### src/rtl/decade_cnt_pkg.sv
package decade_cnt_pkg;
  localparam int unsigned DIGIT_W = 4;
  localparam int unsigned LAST_DEC = 9;
  localparam int unsigned LAST_CODE = (1 << DIGIT_W) - 1;

  typedef logic [DIGIT_W-1:0] digit_t;

  // Count step while the preset is released: decimal wrap at the last
  // decimal code, binary roll-over above it.
  function automatic digit_t step_code(input digit_t cur);
    if (cur == digit_t'(LAST_DEC) || cur == digit_t'(LAST_CODE))
      return '0;
    return cur + digit_t'(1);
  endfunction
endpackage

### src/rtl/decade_cnt_next.sv
module decade_cnt_next
  import decade_cnt_pkg::*;
(
  input  logic   load_n,
  input  digit_t preset_d,
  input  digit_t cur_q,
  output digit_t nxt_d
);
  always_comb begin
    if (!load_n) nxt_d = preset_d;
    else         nxt_d = step_code(cur_q);
  end
endmodule

### src/rtl/decade_cnt_reg.sv
module decade_cnt_reg
  import decade_cnt_pkg::*;
(
  input  logic   clk,
  input  logic   clr_n,
  input  digit_t nxt_d,
  output digit_t cur_q
);
  always_ff @(posedge clk or negedge clr_n) begin
    if (!clr_n) cur_q <= '0;
    else        cur_q <= nxt_d;
  end
endmodule

### src/rtl/decade_cnt_carry.sv
module decade_cnt_carry
  import decade_cnt_pkg::*;
(
  input  digit_t cur_q,
  input  logic   load_n,
  output logic   carry_o
);
  assign carry_o = load_n && (cur_q == digit_t'(LAST_DEC));
endmodule

### src/rtl/decade_preset_counter.sv
module decade_preset_counter
  import decade_cnt_pkg::*;
(
  input  logic       clk,
  input  logic       clr_n,
  input  logic       load_n,
  input  logic [3:0] preset_d,
  output logic [3:0] count_q,
  output logic       carry_o
);
  digit_t nxt;

  decade_cnt_next u_next (
    .load_n  (load_n),
    .preset_d(preset_d),
    .cur_q   (count_q),
    .nxt_d   (nxt)
  );

  decade_cnt_reg u_reg (
    .clk  (clk),
    .clr_n(clr_n),
    .nxt_d(nxt),
    .cur_q(count_q)
  );

  decade_cnt_carry u_carry (
    .cur_q  (count_q),
    .load_n (load_n),
    .carry_o(carry_o)
  );

  AST_CLR_ZERO: assert property (@(posedge clk) !clr_n |-> count_q == '0);
  AST_PRESET_COPY: assert property (@(posedge clk) disable iff (!clr_n)
    !load_n |=> count_q == $past(preset_d));
  AST_DEC_STEP: assert property (@(posedge clk) disable iff (!clr_n)
    (load_n && count_q < 4'd9) |=> count_q == $past(count_q) + 4'd1);
  AST_DEC_WRAP: assert property (@(posedge clk) disable iff (!clr_n)
    (load_n && count_q == 4'd9) |=> count_q == '0);
  AST_OVR_STEP: assert property (@(posedge clk) disable iff (!clr_n)
    (load_n && count_q >= 4'd10 && count_q <= 4'd14) |=> count_q == $past(count_q) + 4'd1);
  AST_OVR_ROLL: assert property (@(posedge clk) disable iff (!clr_n)
    (load_n && count_q == 4'd15) |=> count_q == '0);
  AST_CARRY_NEXT_ZERO: assert property (@(posedge clk) disable iff (!clr_n)
    carry_o |=> count_q == '0);
endmodule

### config.mk
export PLATFORM = sky130hd
export DESIGN_NAME = decade_preset_counter
export DESIGN_NICKNAME = d
export VERILOG_FILES = /design/src/rtl/decade_cnt_pkg.sv /design/src/rtl/decade_cnt_next.sv /design/src/rtl/decade_cnt_reg.sv /design/src/rtl/decade_cnt_carry.sv /design/src/rtl/decade_preset_counter.sv
export SDC_FILE = /design/constraint.sdc
export NUM_CORES = 1
export LEC_CHECK = 0
export CORE_AREA = 2 2 39 41
export DETAILED_ROUTE_END_ITERATION = 10
export DIE_AREA = 0 0 41 43
export RECOVER_POWER = 25
export REMOVE_ABC_BUFFERS = 1
export SLEW_MARGIN = 5
export SYNTH_ARGS = -nofsm -noshare
export SYNTH_HDL_FRONTEND = slang
export SYNTH_SLANG_ARGS = --single-unit
### constraint.sdc
create_clock -name clk -period 1.5 [get_ports clk]
set_clock_uncertainty 0.1 [all_clocks]
set_input_delay 0.15 -clock clk [delete_from_list [all_inputs] [get_ports clk]]
set_output_delay 0.15 -clock clk [all_outputs]
set_load 0.01 [all_outputs]
==> summary.md, run 1 <==
| Metric | Value |
|---|---|
| Status | complete, no violations |
| Hold Crit Class | in2async |
| Ports | 12 |
| Clock Sink Count | 4 |
| Slowest stage delay, CP | 0.55 ns |
| Clk buf depth | 2 |
| Final ANT Viol Nets | 0 |
| Worst path slowest cell | clkdlybuf4s50_1 |
| GP Congestion | 0.655 |
| Sequential Area | 100 um2 |
| CTS Buf Count | 3 |
| PwrDens | 1070 nW/um2 |
| Least-Margin Pin Slew | 0.248 ns |
| Maximum VDD drop | 0.000408 V |
| Post-synthesis mux area share | 0.0455 |
| Worst-path fanout max | 4 |
| Fin. Hold Viols | 0 |
| Via count | 226 |
| Starting Density | 0.159 |
| Core area | 1380 um2 |
| CP startpoint kind | flop |
| Post-placement cell count | 54 |
| Static leakage | 0.221 nW |
| Nets | 52 |
| Design Area, Final | 408 um2 |
| Avg Inst Size Synth | 9.57 um2 |
| GRT overflow | 0 |
| Synth Instances | 23 |
| Synth top area share | 0.455 |
| Sequential share of the synthesized area | 0.455 |
| Die ar. | 1760 um2 |
| Hold bufs inserted after CTS | 0 |
| Multi-input gate area | 104 um2 |
| Crit path max-delay family | buffers and inverters |
| Leading cell type in the layout, fill and taps excluded | clkdlybuf4s50_1 |
| R2r endpoint | u_reg.cur_q[3] |
| Final cell count without fillers | 57 |
| First-pass GRT wire length | 821 um |
| Ranking of synthesized cells by area | dfrtp_1 45%, ha_1 11%, inv_1 8.5% |
| DRC | 0 |
| Max reg flops | 4 |
| Reg-to-reg setup timing slack | 0.14 ns |
| Number of cells on the critical path | 1 |
| Clock-pin slew on the worst setup and hold paths | 0.04 ns |
| XOR/XNOR Fraction of Synth Area | 0.0398 |
| Std-Cell Rows | 14 |
| Mapped cell area | 220 um2 |
| Largest family of logic cells by synthesized area | compound AO/OA/AOI/OAI gates |
| Root Driver | clkbuf_4 |
| Met3 Resource Use GR | 0.0942 |
| Ant. Diodes | 0 |
| Post-Synth Simple-Gate Area | 0.0909 |
| CP Data Arrival Time | 1.17 ns |
| Reg-to-Reg Start | u_reg.cur_q[0] |
| Vias in the first global route | 193 |
| CP endpoint | count_q[3] |
| Die Height | 43 um |
| Yosys reg bits | 4 |
| 1st-iter DRT viols | 2 |
| R2R cell count | 5 |
| CP startpoint | u_reg.cur_q[3] |
| PortBufs | 11 |
| Slew Limit Fails | 0 |
| Most frequent cells in the layout | 6 x clkdlybuf4s50_1, 5 x inv_1, 4 x buf_4, 4 x dfrtp_1 |
| CP Class | reg2out |
| Pin count of the biggest net entering global routing | 7 |
| Maxcap violations | 0 |
| Drt first pass iters | 3 |
| GR peak layer | met3 |
| Fin crit period | 1.42 ns |
| DP Wirelength | 403 um |
| Clock tree from TritonCTS | yes |
| H-tree levels | 1 |
| Avg Vias per Cell | 3.96 |
| Regs by FF count | u_reg.cur_q: 4 flops |
| CP Cell Sequence | clkdlybuf4s50_1 |
| Die Width | 41 um |
| P&R area growth vs syn | 85.2% |
| Post-synthesis adder-cell area fraction | 0.114 |
| Average wire per standard cell | 9.47 um |
| Total wire length | 540 um |
| Final-report setup violation count | 0 |
| Crit path required time | 1.25 ns |
| Worst Setup End Kind | output port |
| GR Util met1 | 0.0877 |
| Yosys warns | 0 |
| Fmax | 706 MHz |
| Total track usage | 0.0816 |
| Biggest register | u_reg.cur_q |
| Max_slew headroom | 0.834 |
| Worst Path Buf+Inv | 1 |
| GR Util met2 | 0.0844 |
| Synth area leader | dfrtp_1 |
| Worst skew pair latency | 0.25 ns |
| Share of layout cells above drive strength 1 | 0.220 |
| Postcts setup bufs | 0 |
| Final worst path period share | 0.944 |
| Count of cell types in the netlist | 13 |
| Synth Area in Compound Gates | 0.170 |
| Area after DPL | 380 um2 |
| Initial antenna violation count | 0 |
| Filler cells | 149 |
## layout make-up
class,count,area share
timing repair buffer,15,0.350
clock buffer,3,0.0552
inverter,5,0.0460
tap,16,0.0491
sequential,4,0.245
multi-input combinational,14,0.255
## power by group
part           leakage (nW)  internal (mW)  switching [mW]  total [mW]
combinational         0.160         0.0914          0.0643       0.156
sequential           0.0478          0.126          0.0104       0.137
clock                0.0138         0.0900          0.0522       0.142
## logic make-up after synthesis
kind of cell,Yosys count
AO/OA/AOI/OAI,6
XOR/XNOR,1
adder cells (fa/ha/maj),2
buffers and inverters,5
flip-flops,4
multiplexers,1
AND/OR/NAND/NOR,4
## worst min path at each step
stage               startpoint              to  slack [ns]  cells past startpoint
floorplan                clr_n  u_reg.cur_q[0]       -0.25                      0
global placement         clr_n  u_reg.cur_q[3]        0.28                      1
detailed placement       clr_n  u_reg.cur_q[3]        0.28                      1
CTS                      clr_n  u_reg.cur_q[3]        0.02                      1
global route             clr_n  u_reg.cur_q[3]        0.09                      1
finish                   clr_n  u_reg.cur_q[3]        0.08                      1
## cell usage after synthesis
library cell,count
inv_1,5
dfrtp_1,4
o22ai_1,3
ha_1,2
and3_1,1
mux2i_1,1
nand2_1,1
nand3_1,1
nor3_1,1
o21ai_0,1
o21ai_1,1
o22a_1,1
xnor2_1,1
## repair_timing
item                                    in CTS  in global routing
gates resized for setup                      4                  4
endpoints found under the setup margin       1                  4
cloned                                       0                  0
endpoints found under the hold margin        0                  0
## stage by stage
step | utilization | TNS, ns | setup slack, ns | hold slack, ns | total power, mW
6_report | 0.295 | 0 | 0.0844 | 0.0844 | 0.435
3_5_place_dp | 0.275 | -0.119 | -0.119 | 0.283 | 0.301
4_1_cts | 0.288 | 0 | 0.00253 | 0.0234 | 0.444
3_3_place_gp | 0.275 | -0.0967 | -0.0967 | 0.281 | 0.300
2_1_floorplan | - | 0 | 0.242 | -0.246 | 0.209
5_1_grt | 0.295 | -0.00522 | -0.00522 | 0.0909 | 0.473
## routing by layer
metal / up-vias / routed length, um
met5: - / 0
met4: 0 / 10
met3: 3 / 88
met2: 12 / 220
met1: 94 / 220
li1: 117 / -
No activity file was read; power rests on OpenSTA's default activity.
==> run 2, diff against run 1 <==
Settings changed: SLEW_MARGIN 5 to 20.
==> results of run 2 <==
Final layout, timing and power as in run 1 (identical DEF).
